<file path="src/rtl/scanline_pkg.sv">
// Package: shared types and status-word bit positions for the scanline timer.
// Assumes: status word is 4 bits wide and decoded by a neighbouring block.
package scanline_pkg;

    // Mode bits as held for the duration of one line.
    typedef struct packed {
        logic wide;   // 1 = wide horizontal mode, 0 = narrow
        logic pal;    // 1 = PAL frame, 0 = NTSC frame
    } line_mode_t;

    localparam int STATUS_W   = 4;
    localparam int ST_VBLANK  = 3;
    localparam int ST_HBLANK  = 2;

endpackage

</file>
<file path="src/rtl/st_mode_latch.sv">
// Module: st_mode_latch
// Holds the mode bits used for all timing decisions of the current line.
// Assumes: line_end_i is high during the last cycle of each line; the live
// inputs are loaded in reset and at the edge that closes each line.
module st_mode_latch
    import scanline_pkg::*;
(
    input  logic       clk,
    input  logic       rst_n,
    input  logic       line_end_i,
    input  logic       wide_i,
    input  logic       pal_i,
    output line_mode_t mode_o
);

    // Capture live mode at reset and at each line boundary.
    always_ff @(posedge clk) begin
        if (!rst_n) begin
            mode_o.wide <= wide_i;
            mode_o.pal  <= pal_i;
        end else if (line_end_i) begin
            mode_o.wide <= wide_i;
            mode_o.pal  <= pal_i;
        end
    end

endmodule

</file>
<file path="src/rtl/st_counters.sv">
// Module: st_counters
// Cycle-within-line and line-within-frame counters.
// Assumes: frame length is selected by the latched PAL bit of the line that
// is ending; a line index beyond the shorter frame also wraps to zero.
module st_counters #(
    parameter int LINE_CLKS  = 3420,
    parameter int NTSC_LINES = 262,
    parameter int PAL_LINES  = 313,
    localparam int CW = $clog2(LINE_CLKS),
    localparam int LW = $clog2(PAL_LINES)
) (
    input  logic          clk,
    input  logic          rst_n,
    input  logic          pal_i,
    output logic [CW-1:0] cycle_o,
    output logic [LW-1:0] line_o,
    output logic          line_end_o
);

    localparam logic [CW-1:0] LAST_CYC  = CW'(LINE_CLKS - 1);
    localparam logic [LW-1:0] NTSC_LAST = LW'(NTSC_LINES - 1);
    localparam logic [LW-1:0] PAL_LAST  = LW'(PAL_LINES - 1);

    logic [LW-1:0] frame_last;

    // Pick the last line index of the frame from the latched standard.
    always_comb begin
        frame_last = pal_i ? PAL_LAST : NTSC_LAST;
        line_end_o = (cycle_o == LAST_CYC);
    end

    // Advance cycle every clock; advance or wrap line at end of line.
    always_ff @(posedge clk) begin
        if (!rst_n) begin
            cycle_o <= '0;
            line_o  <= '0;
        end else if (line_end_o) begin
            cycle_o <= '0;
            line_o  <= (line_o >= frame_last) ? '0 : line_o + 1'b1;
        end else begin
            cycle_o <= cycle_o + 1'b1;
        end
    end

endmodule

</file>
<file path="src/rtl/st_flags.sv">
// Module: st_flags
// Status-word blank bits and the vertical-interrupt-pending register.
// Assumes: cycle/line come from st_counters and mode from st_mode_latch;
// acknowledge has priority over a set on the same edge.
module st_flags
    import scanline_pkg::*;
#(
    parameter int CW            = 12,
    parameter int LW            = 9,
    parameter int NTSC_ACTIVE   = 224,
    parameter int PAL_ACTIVE    = 240,
    parameter int WIDE_VINT     = 812,
    parameter int NARROW_VINT   = 1200,
    parameter int WIDE_HB_CLR   = 912,
    parameter int NARROW_HB_CLR = 890
) (
    input  logic                clk,
    input  logic                rst_n,
    input  line_mode_t          mode_i,
    input  logic [CW-1:0]       cycle_i,
    input  logic [LW-1:0]       line_i,
    input  logic                vint_en_i,
    input  logic                vint_ack_i,
    output logic [STATUS_W-1:0] status_o,
    output logic                vint_pending_o
);

    logic [CW-1:0] vint_cyc;
    logic [CW-1:0] hb_clear;
    logic [LW-1:0] active_lines;
    logic          vint_hit;

    // Select mode-dependent edge positions.
    always_comb begin
        vint_cyc     = mode_i.wide ? CW'(WIDE_VINT)   : CW'(NARROW_VINT);
        hb_clear     = mode_i.wide ? CW'(WIDE_HB_CLR) : CW'(NARROW_HB_CLR);
        active_lines = mode_i.pal  ? LW'(PAL_ACTIVE)  : LW'(NTSC_ACTIVE);
        vint_hit     = vint_en_i && (line_i == active_lines) && (cycle_i == vint_cyc);
    end

    // Assemble the status word from the raster position.
    always_comb begin
        status_o            = '0;
        status_o[ST_VBLANK] = (line_i >= active_lines);
        status_o[ST_HBLANK] = (cycle_i < hb_clear);
    end

    // Pending flag: acknowledge clears first, otherwise the hit sets it.
    always_ff @(posedge clk) begin
        if (!rst_n) begin
            vint_pending_o <= 1'b0;
        end else if (vint_ack_i) begin
            vint_pending_o <= 1'b0;
        end else if (vint_hit) begin
            vint_pending_o <= 1'b1;
        end
    end

endmodule

</file>
<file path="src/rtl/st_vint_predict.sv">
// Module: st_vint_predict
// Frame cycle at which the next vertical interrupt is due.
// Assumes: all ones means "none due this frame" (disabled or already passed).
module st_vint_predict
    import scanline_pkg::*;
#(
    parameter int LINE_CLKS   = 3420,
    parameter int CW          = 12,
    parameter int LW          = 9,
    parameter int NTSC_ACTIVE = 224,
    parameter int PAL_ACTIVE  = 240,
    parameter int WIDE_VINT   = 812,
    parameter int NARROW_VINT = 1200
) (
    input  line_mode_t    mode_i,
    input  logic [CW-1:0] cycle_i,
    input  logic [LW-1:0] line_i,
    input  logic          vint_en_i,
    output logic [31:0]   next_vint_o
);

    localparam logic [31:0] NTSC_BASE = 32'(NTSC_ACTIVE) * 32'(LINE_CLKS);
    localparam logic [31:0] PAL_BASE  = 32'(PAL_ACTIVE)  * 32'(LINE_CLKS);

    logic [31:0] target;
    logic [31:0] position;

    // Compare the due cycle with the current frame position.
    always_comb begin
        target   = (mode_i.pal ? PAL_BASE : NTSC_BASE)
                 + (mode_i.wide ? 32'(WIDE_VINT) : 32'(NARROW_VINT));
        position = 32'(line_i) * 32'(LINE_CLKS) + 32'(cycle_i);
        if (!vint_en_i || (target < position)) begin
            next_vint_o = '1;
        end else begin
            next_vint_o = target;
        end
    end

endmodule

</file>
<file path="src/rtl/scanline_timer.sv">
// Module: scanline_timer (top)
// Raster position, blank status bits and vertical-interrupt flag for a tile
// display processor with wide/narrow horizontal modes.
// Assumes: one clock per master-clock cycle; the wide mode's sync interval is
// a fixed clock count that is not a whole number of slots.
module scanline_timer
    import scanline_pkg::*;
#(
    parameter int LINE_CLKS        = 3420,
    parameter int NTSC_ACTIVE      = 224,
    parameter int PAL_ACTIVE       = 240,
    parameter int NTSC_LINES       = 262,
    parameter int PAL_LINES        = 313,
    parameter int WIDE_SLOT_CLKS   = 16,
    parameter int NARROW_SLOT_CLKS = 20,
    parameter int WIDE_SYNC_SLOT   = 21,
    parameter int WIDE_SYNC_CLKS   = 332,
    parameter int WIDE_POST_SLOTS  = 9,
    parameter int NARROW_VINT_SLOTS = 60,
    parameter int NARROW_SYNC_SLOTS = 33,
    parameter int WIDE_HB_TAIL     = 61 * 4,
    parameter int NARROW_HB_TAIL   = 46 * 5,
    localparam int CW = $clog2(LINE_CLKS),
    localparam int LW = $clog2(PAL_LINES)
) (
    input  logic                clk,
    input  logic                rst_n,
    input  logic                wide_mode_i,
    input  logic                pal_mode_i,
    input  logic                vint_en_i,
    input  logic                vint_ack_i,
    output logic [CW-1:0]       cycle_o,
    output logic [LW-1:0]       line_o,
    output logic [STATUS_W-1:0] status_o,
    output logic                vint_pending_o,
    output logic [31:0]         next_vint_o
);

    // End of the irregular wide-mode sync region.
    localparam int WIDE_SYNC_END  = WIDE_SYNC_SLOT * WIDE_SLOT_CLKS + WIDE_SYNC_CLKS;
    localparam int WIDE_VINT_CYC  = WIDE_SYNC_END + WIDE_POST_SLOTS * WIDE_SLOT_CLKS;
    localparam int NARROW_VINT_CYC = NARROW_VINT_SLOTS * NARROW_SLOT_CLKS;
    localparam int NARROW_SYNC_END = NARROW_SYNC_SLOTS * NARROW_SLOT_CLKS;
    localparam int WIDE_HB_CLR    = WIDE_SYNC_END + WIDE_HB_TAIL;
    localparam int NARROW_HB_CLR  = NARROW_SYNC_END + NARROW_HB_TAIL;

    line_mode_t mode_q;
    logic       line_end;
    logic       lat_wide;
    logic       lat_pal;

    // Expose latched mode bits for the bound checker.
    always_comb begin
        lat_wide = mode_q.wide;
        lat_pal  = mode_q.pal;
    end

    st_mode_latch i_mode (
        .clk        (clk),
        .rst_n      (rst_n),
        .line_end_i (line_end),
        .wide_i     (wide_mode_i),
        .pal_i      (pal_mode_i),
        .mode_o     (mode_q)
    );

    st_counters #(
        .LINE_CLKS  (LINE_CLKS),
        .NTSC_LINES (NTSC_LINES),
        .PAL_LINES  (PAL_LINES)
    ) i_cnt (
        .clk        (clk),
        .rst_n      (rst_n),
        .pal_i      (mode_q.pal),
        .cycle_o    (cycle_o),
        .line_o     (line_o),
        .line_end_o (line_end)
    );

    st_flags #(
        .CW            (CW),
        .LW            (LW),
        .NTSC_ACTIVE   (NTSC_ACTIVE),
        .PAL_ACTIVE    (PAL_ACTIVE),
        .WIDE_VINT     (WIDE_VINT_CYC),
        .NARROW_VINT   (NARROW_VINT_CYC),
        .WIDE_HB_CLR   (WIDE_HB_CLR),
        .NARROW_HB_CLR (NARROW_HB_CLR)
    ) i_flags (
        .clk            (clk),
        .rst_n          (rst_n),
        .mode_i         (mode_q),
        .cycle_i        (cycle_o),
        .line_i         (line_o),
        .vint_en_i      (vint_en_i),
        .vint_ack_i     (vint_ack_i),
        .status_o       (status_o),
        .vint_pending_o (vint_pending_o)
    );

    st_vint_predict #(
        .LINE_CLKS   (LINE_CLKS),
        .CW          (CW),
        .LW          (LW),
        .NTSC_ACTIVE (NTSC_ACTIVE),
        .PAL_ACTIVE  (PAL_ACTIVE),
        .WIDE_VINT   (WIDE_VINT_CYC),
        .NARROW_VINT (NARROW_VINT_CYC)
    ) i_pred (
        .mode_i      (mode_q),
        .cycle_i     (cycle_o),
        .line_i      (line_o),
        .vint_en_i   (vint_en_i),
        .next_vint_o (next_vint_o)
    );

endmodule

</file>
<file path="config.mk">
export PLATFORM = sky130hd
export DESIGN_NAME = scanline_timer
export DESIGN_NICKNAME = d
export VERILOG_FILES = /design/src/rtl/scanline_pkg.sv /design/src/rtl/st_mode_latch.sv /design/src/rtl/st_counters.sv /design/src/rtl/st_flags.sv /design/src/rtl/st_vint_predict.sv /design/src/rtl/scanline_timer.sv
export SDC_FILE = /design/constraint.sdc
export NUM_CORES = 1
export LEC_CHECK = 0
export BUFFER_PORTS_ARGS = -buffer_cell sky130_fd_sc_hd__buf_2
export CORE_AREA = 5 5 91 93
export CTS_CLUSTER_SIZE = 10
export DETAILED_ROUTE_END_ITERATION = 8
export DIE_AREA = 0 0 96 98
export GPL_TIMING_DRIVEN = 0
export PLACE_DENSITY = 0.95
export SYNTH_ARGS = -nofsm -noshare
export SYNTH_HDL_FRONTEND = slang
export SYNTH_SLANG_ARGS = --single-unit
</file>
<file path="constraint.sdc">
create_clock -name clk -period 15.8 [get_ports clk]
set_input_delay 3.16 -clock clk [delete_from_list [all_inputs] [get_ports clk]]
set_output_delay 3.16 -clock clk [all_outputs]
set_load 0.03 [all_outputs]
</file>
==> impl_metrics.tcl, run 1 <==
set metrics [dict create \
    outcome "finished, final reports clean" \
    yosys.area_share.simple_pct 14.6 \
    die_w_um 96 \
    layoutNonFillerInstCount 696 \
    synthArstFlopShare_pct 0 \
    avgSynthCellArea_um2 8.79 \
    synth_edf_count 2 \
    grt_max_degree 16 \
    p_clk_share_pct 35.1 \
    drive_gt1_share_pct 20.2 \
    hold_start "i_cnt.cycle_o[0]" \
    switching_share_pct 29.4 \
    finalSetupTns_ns 0 \
    ios 64 \
    hold_path.class "flop to flop" \
    synth_adder_area_share_pct 38.0 \
    ant_nets 0 \
    htreeDepth 1 \
    wl_um 11300 \
    cp-start-kind "flop" \
    powerDensity_mw_per_mm2 30.3 \
    maxCapViolCount 0 \
    grt_pass1_wl_um 18400 \
    cts_tree "done" \
    place_congestion 0.888 \
    grt_setup_unrepaired "no" \
    hold_viol 0 \
    coreArea_mm2 0.00745 \
    r2r_start "i_mode.mode_o[0]" \
    critPathKind "flop to output pin" \
    mostFrequentLayoutCell "ha_1" \
    period_minus_slack_ns 11.00 \
    dp_slack_ns 5.21 \
    synthMuxAreaShare_pct 0.537 \
    synth-seq-cells 24 \
    p_comb_share_pct 23.8 \
    routedWlPerCell_um 16.3 \
    worst_skew_pair.late_latency_ns 0.27 \
    crit_slowest_cell "dfxtp_1" \
    cp_max_fo 15 \
    cts_setup_buffers 0 \
    synth_compound_area_share_pct 15.2 \
    ys_seq_area_share_pct 10.7 \
    grt_usage_pct 24.1 \
    slew_headroom_pct 60.3 \
    overflow 0 \
    dieHeight_um 98 \
    path_buf_inv 6 \
    ctsResizeCount 0 \
    final_max_slew_viol_count 0 \
    setup_viol 0 \
    hpwl_um 9130 \
    layout.nets 724 \
    dr.pass1.iters 5 \
    clkTransAtPathRegs_ns 0.09 \
    n_antenna_cell 0 \
    crit_path_start "i_cnt.line_o[7]" \
    cts_buffers 3 \
    power.share.sequential_pct 41.1 \
    syn_area_mm2 0.00466 \
    fin_skew_ns 0.00705 \
    synth_flop_cell "dfxtp_1" \
    synth_top_family_by_area "adder cells" \
    route.detailed.drc 0 \
    cts_hold_buf 0 \
    viasPerCell 5.72 \
    hold_ws_ns 0.492 \
    finalCritPeriodShare_pct 69.6 \
    layout_common_cells "92 x ha_1, 84 x inv_1, 57 x buf_2, 34 x nor2_1, 31 x fa_1" \
    synth_xor_area_share_pct 8.94 \
    p_sw_w 0.0000458 \
    dp_cells 692 \
    yosys_warnings 0 \
    cts.path.max_buffers 2 \
    worst_slew_pin_slew_ns 0.595 \
    endpoint_kind "output pin" \
    area_growth_pct 10.6 \
    num_rows 32 \
    cts.sinks 24 \
    crit_required_ns 12.64 \
    slowest_delay_ns 0.60 \
    irDropWorstVdd_uv 40.4 \
    p_int_w 0.000110 \
    die_area_mm2 0.00941 \
    vias 3980 \
    drt_iter0_drc 248 \
    clockRootBuffer "clkbuf_8" \
    synth_cell_type_count 73 \
    crit_family "adder cells" \
    netlist_instances 530 \
    leakagePower_nw 2.69 \
    fill_cells 562 \
    fmax_mhz 90.9 \
    antenna_found_initial 0 \
    portBuffers 57 \
    setup_ws_ns 4.80 \
    grt_pass1_vias 4001 \
    arrival_ns 7.84 \
    initial_core_util_pct 62.6 \
]
-- registers in the layout (all words and copies together) (netlist names) --
| register | cells |
|---|---|
| i_cnt.cycle_o | 12 |
| i_cnt.line_o | 9 |
| i_mode.mode_o | 2 |
| i_flags.vint_pending_o | 1 |
-- area by class of cell --
type                       instances  area, um^2  area share, %
timing repair buffer              57         285           5.54
multi-input combinational        392        3620           70.3
clock buffer                       3        41.3          0.801
clock inverter                     1        30.0          0.583
tap                              102         128           2.48
buffer                            33         231           4.49
sequential                        24         500           9.71
inverter                          84         315           6.12
-- per-stage QoR --
step                       power, W  area (um^2)  utilization (%)
after floorplan           0.0000932         4670                -
after global placement     0.000101         5080             68.2
after detailed placement   0.000102         5080             68.2
after CTS                  0.000156         5150             69.2
after global routing       0.000162         5150             69.2
final                      0.000156         5150             69.2
-- worst register-to-register path, cell delays in order (launching register included) --
cell	delay [ns]
edfxtp_1	0.62
inv_1	0.46
ha_1	0.23
nand2b_1	0.06
a21o_1	0.17
a21o_1	0.17
a21o_1	0.17
a211o_1	0.29
a21oi_1	0.30
o21ai_1	0.25
nor2_1	0.27
-- final timing paths --
path / cells after the start / slack [ns] / to
max: 28 / 4.80 / next_vint_o[22]
min: 1 / 0.49 / i_cnt.cycle_o[0]
max reg2reg: 10 / 12.72 / i_cnt.line_o[3]
min reg2reg: 1 / 0.49 / i_cnt.cycle_o[0]
-- synthesized netlist by cell type, types with 7 or more instances --
| cell | number | area (um^2) |
|---|---|---|
| ha_1 | 92 | 1150 |
| inv_1 | 84 | 315 |
| nor2_1 | 34 | 128 |
| fa_1 | 31 | 621 |
| xnor2_1 | 29 | 254 |
| buf_4 | 26 | 195 |
| a21oi_1 | 25 | 125 |
| dfxtp_1 | 22 | 440 |
| nand2_1 | 22 | 82.6 |
| nand3_1 | 15 | 75.1 |
| xor2_1 | 13 | 114 |
| nand4_1 | 11 | 68.8 |
| a21o_1 | 9 | 67.6 |
| o21ai_0 | 9 | 45.0 |
| nor3_1 | 7 | 35.0 |
-- per-layer routing --
layer	up-vias	routed length, um	track usage, %
met5	-	0	0
met4	0	327	7.22
met3	33	850	3.39
met2	145	5820	43.6
met1	1888	4340	28.9
li1	1914	-	-
-- logic make-up after synthesis --
family                     after synthesis
muxes                                    2
DFF                                     24
adders and majority gates              123
xor gates and xnor gates                45
and+or+nand+nor                        125
AOI/OAI and AO/OA                       92
other                                    2
buffers and inverters                  117
-- power by group through the flow --
stage           logic, W  registers (W)  clock network (W)
6_report       0.0000371      0.0000641          0.0000548
5_1_grt        0.0000404      0.0000642          0.0000576
4_1_cts        0.0000372      0.0000640          0.0000549
3_5_place_dp   0.0000371      0.0000654                  0
3_3_place_gp   0.0000358      0.0000654                  0
2_1_floorplan  0.0000271      0.0000661                  0
Note: power is estimated with default switching activity, not from simulation.
==> run 2, diff against run 1 <==
Settings changed: CORE_AREA 5 5 91 93 to 5 5 95 97, DIE_AREA 0 0 96 98 to 0 0 100 102, PLACE_DENSITY 0.95 to 0.9.
Clock period 15.8 ns to 10.5 ns, I/O delays scaled along.
==> impl_metrics.tcl, run 2 (synthesized netlist as in run 1, its figures left out) <==
set metrics [dict create \
    arrival_ns 7.94 \
    crit_family "adder cells" \
    dr.pass1.iters 4 \
    antenna_found_initial 0 \
    hold_path.class "flop to flop" \
    finalSetupTns_ns 0 \
    crit_required_ns 8.40 \
    cp-start-kind "flop" \
    route.met3.wl_um 625 \
    ant_nets 0 \
    cts.path.max_buffers 2 \
    worst_slew_pin_slew_ns 0.629 \
    layout_common_cells "92 x ha_1, 84 x inv_1, 57 x buf_2, 34 x nor2_1, 31 x fa_1" \
    cts_hold_buf 0 \
    grt_usage_pct 20.2 \
    clkTransAtPathRegs_ns 0.08 \
    mostFrequentLayoutCell "ha_1" \
    maxCapViolCount 0 \
    portBuffers 57 \
    vias 3844 \
    layout.nets 724 \
    slowest_delay_ns 0.55 \
    htreeDepth 1 \
    finalCritPeriodShare_pct 95.6 \
    n_antenna_cell 0 \
    endpoint_kind "output pin" \
    grt_pass1_wl_um 17200 \
    critPathKind "flop to output pin" \
    final_core_util_pct 64.1 \
    leakagePower_nw 2.69 \
    reg.largest.list "i_cnt.cycle_o x12, i_cnt.line_o x9, i_mode.mode_o x2" \
    ios 64 \
    period_minus_slack_ns 10.04 \
    num_rows 33 \
    drt-met1-wl_um 4460 \
    final_max_slew_viol_count 0 \
    overflow 0 \
    powerDensity_mw_per_mm2 45.2 \
    path_buf_inv 6 \
    worst_skew_pair.late_latency_ns 0.27 \
    wl_met2_um 5070 \
    top_register "i_cnt.cycle_o" \
    wl_um 10400 \
    crit_slowest_cell "fa_1" \
    cts_buffers 3 \
    cts_tree "done" \
    outcome "finished, final reports clean" \
    ctsResizeCount 0 \
    hold_viol 0 \
    viasPerCell 5.50 \
    die_area_mm2 0.0102 \
    coreArea_mm2 0.00805 \
    place_congestion 0.929 \
    whs_path_depth 1 \
    routedWlPerCell_um 14.8 \
    fmax_mhz 99.6 \
    route.detailed.drc 0 \
    irDropWorstVdd_uv 55.1 \
    grt_pass1_vias 3790 \
    die_w_um 100 \
    grt_setup_unrepaired "no" \
    slew_headroom_pct 57.5 \
    reg2reg_depth 10 \
    routed.top_layer "met4" \
    critical_path_depth 28 \
    largest_reg_flops 12 \
    area_growth_pct 10.7 \
    grt_max_degree 16 \
    drive_gt1_share_pct 20.2 \
    cp_max_fo 15 \
    fin_skew_ns 0.00360 \
    cts_setup_buffers 0 \
    cts.sinks 24 \
    initial_core_util_pct 57.9 \
    drt_iter0_drc 159 \
    dieHeight_um 102 \
    clockRootBuffer "clkbuf_8" \
    hpwl_um 8870 \
    setup_viol 0 \
]
run 2: path summary, 6_finish.rpt:
check,slack [ns],endpoint,from
max reg2reg,7.58,i_cnt.line_o[4],i_mode.mode_o[0]
min,0.48,i_cnt.cycle_o[0],i_cnt.cycle_o[0]
min reg2reg,0.48,i_cnt.cycle_o[0],i_cnt.cycle_o[0]
max,0.46,next_vint_o[14],i_cnt.line_o[7]
run 2: per-layer routing:
metal | track usage (%) | vias to the layer above
li1 | - | 1921
met1 | 25.8 | 1804
met2 | 36.7 | 106
met3 | 2.53 | 13
met4 | 4.35 | 0
met5 | 0 | -
run 2: power breakdown:
group          switching (W)  leakage [nW]  total [W]  internal [W]
clock network      0.0000296        0.0357  0.0000806     0.0000510
registers         0.00000260         0.197  0.0000962     0.0000936
logic              0.0000349          2.46  0.0000561     0.0000211
run 2: through the flow:
| stage | area [um^2] | hold WS, ns | setup WS [ns] | total power (W) | std cells |
|---|---|---|---|---|---|
| after floorplan | 4670 | 0.573 | 1.30 | 0.000140 | 533 |
| after global placement | 5090 | 0.457 | 1.06 | 0.000153 | 695 |
| after global routing | 5160 | 0.549 | 0.0137 | 0.000242 | 699 |
| after CTS | 5160 | 0.488 | 0.513 | 0.000233 | 699 |
| final | 5160 | 0.480 | 0.463 | 0.000233 | 699 |
| after detailed placement | 5090 | 0.468 | 0.830 | 0.000154 | 695 |
run 2: area by class of cell:
type | count | area [um^2]
Buffer | 33 | 231
Clock buffer | 3 | 41.3
Clock inverter | 1 | 30.0
Fill cell | 660 | 2890
Inverter | 84 | 315
Multi-Input combinational cell | 392 | 3620
Sequential cell | 24 | 500
Tap cell | 105 | 131
Timing Repair Buffer | 57 | 285
==> run 3, diff against run 2 <==
Settings changed: CORE_AREA 5 5 95 97 to 5 5 94 96, CTS_BUF_LIST from default to sky130_fd_sc_hd__clkbuf_2, DIE_AREA 0 0 100 102 to 0 0 99 101, PLACE_DENSITY 0.9 to 0.91.
==> impl_metrics.tcl, run 3 (synthesized netlist as in run 1, its figures left out) <==
set metrics [dict create \
    finalCritPeriodShare_pct 94.8 \
    clkTransAtPathRegs_ns 0.24 \
    portBuffers 57 \
    outcome "finished, final reports clean" \
    route.detailed.drc 0 \
    reg.largest.list "i_cnt.cycle_o x12, i_cnt.line_o x9, i_mode.mode_o x2" \
    ios 64 \
    irDropWorstVdd_uv 45.8 \
    dieHeight_um 101 \
    place_congestion 0.914 \
    initial_core_util_pct 58.5 \
    routedWlPerCell_um 15.7 \
    dp_cells 695 \
    grt_pass1_wl_um 18400 \
    layout_common_cells "92 x ha_1, 84 x inv_1, 57 x buf_2, 34 x nor2_1, 31 x fa_1" \
    cts_tree "done" \
    overflow 0 \
    grt_pass1_vias 4050 \
    slowest_delay_ns 0.57 \
    hold_path.class "flop to flop" \
    ctsResizeCount 0 \
    clockRootBuffer "clkbuf_2" \
    worst_skew_pair.late_latency_ns 0.36 \
    worst_slew_pin_slew_ns 0.708 \
    routed.top_layer "met4" \
    cts_hold_buf 0 \
    grt_max_degree 16 \
    total_power_w 0.000216 \
    mostFrequentLayoutCell "ha_1" \
    cp-endpoint "next_vint_o[29]" \
    top_register "i_cnt.cycle_o" \
    fill_cells 621 \
    regArea_um2 500 \
    coreArea_mm2 0.00797 \
    final_max_slew_viol_count 0 \
    drt-met1-wl_um 4400 \
    hpwl_um 9200 \
    dr.pass1.iters 5 \
    crit_required_ns 8.40 \
    antenna_found_initial 0 \
    layoutNonFillerInstCount 699 \
    vias 4037 \
    wl_um 11000 \
    crit_path_start "i_cnt.line_o[7]" \
    num_rows 33 \
    die_w_um 99 \
    cts.sinks 24 \
    cts_buffers 3 \
    setup_ws_ns 0.548 \
    r2r_start "i_mode.mode_o[0]" \
    finalSetupTns_ns 0 \
    dpl_cell_area_mm2 0.00509 \
    cp-start-kind "flop" \
    period_minus_slack_ns 9.95 \
    crit_slowest_cell "fa_1" \
    largest_reg_flops 12 \
    reg2reg_to "i_cnt.line_o[2]" \
    endpoint_kind "output pin" \
    reg2reg_depth 10 \
    area_growth_pct 10.3 \
    maxCapViolCount 0 \
    htreeDepth 1 \
    hold_viol 0 \
    cts_setup_buffers 0 \
    leakagePower_nw 2.69 \
    slew_headroom_pct 52.1 \
    viasPerCell 5.78 \
    fin_skew_ns 0.0133 \
    grt_setup_unrepaired "no" \
    powerDensity_mw_per_mm2 42.1 \
    dp_slack_ns 0.810 \
    route.met3.wl_um 903 \
    n_antenna_cell 0 \
    cp_max_fo 15 \
    critPathKind "flop to output pin" \
    drt_iter0_drc 296 \
    layout.nets 724 \
    multi_input_area_mm2 0.00363 \
    die_area_mm2 0.0100 \
    grt_usage_pct 22.0 \
    regToRegSetupSlack_ns 7.46 \
    cts.path.max_buffers 2 \
    ant_nets 0 \
    drive_gt1_share_pct 20.4 \
    postLayoutCellArea_mm2 0.00514 \
    setup_viol 0 \
    fmax_mhz 100 \
    wl_met2_um 5350 \
    arrival_ns 7.85 \
]
## run 3: cell counts in the layout (fill, tap and decap cells not counted)
No cell type changed its count.
## run 3: cell type report
class                   instances  area share [%]
plain buffers                  33            4.51
clock buffers                   3           0.292
clock inverters                 1           0.585
inverters                      84            6.14
multi-input cells             392            70.6
flip-flops and latches         24            9.74
well taps                     105            2.56
repair buffers                 57            5.55
## run 3: through the flow
step                      util (%)  hold slack (ns)
after floorplan                  -            0.573
after global placement        63.8            0.459
after detailed placement      63.8            0.495
after CTS                     64.4            0.538
after global routing          64.5            0.588
final                         64.5            0.548
## run 3: power breakdown
part	internal [W]	leakage (nW)	total [W]	switching [W]
logic	0.0000212	2.46	0.0000567	0.0000354
clock network	0.0000328	0.0266	0.0000626	0.0000298
registers	0.0000941	0.197	0.0000968	0.00000275
## run 3: worst min-delay path by stage
stage,from,to,slack [ns],cells after the start
after floorplan,i_cnt.cycle_o[0],i_cnt.cycle_o[0],0.57,1
after global placement,i_cnt.cycle_o[0],i_cnt.cycle_o[0],0.46,1
after detailed placement,i_cnt.cycle_o[0],i_cnt.cycle_o[0],0.50,1
after CTS,i_cnt.cycle_o[0],i_cnt.cycle_o[0],0.54,1
after global routing,i_cnt.cycle_o[0],i_cnt.cycle_o[0],0.59,1
final,i_cnt.cycle_o[0],i_cnt.cycle_o[0],0.55,1
## run 3: critical path, delay by kind of cell (launching register included)
| family | cells | cell delay [ns] |
|---|---|---|
| simple gates | 3 | 0.61 |
| buf+inv | 6 | 0.56 |
| flops | 1 | 0.49 |
| xor+xnor | 2 | 0.29 |
| fa+ha+maj | 7 | 3.07 |
| compound gates | 10 | 2.48 |
## run 3: metal layers
layer  track usage (%)  vias to the layer above
met5                 0                        -
met4              7.25                        0
met3              3.88                       43
met2              39.9                      189
met1              26.1                     1895
li1                  -                     1910
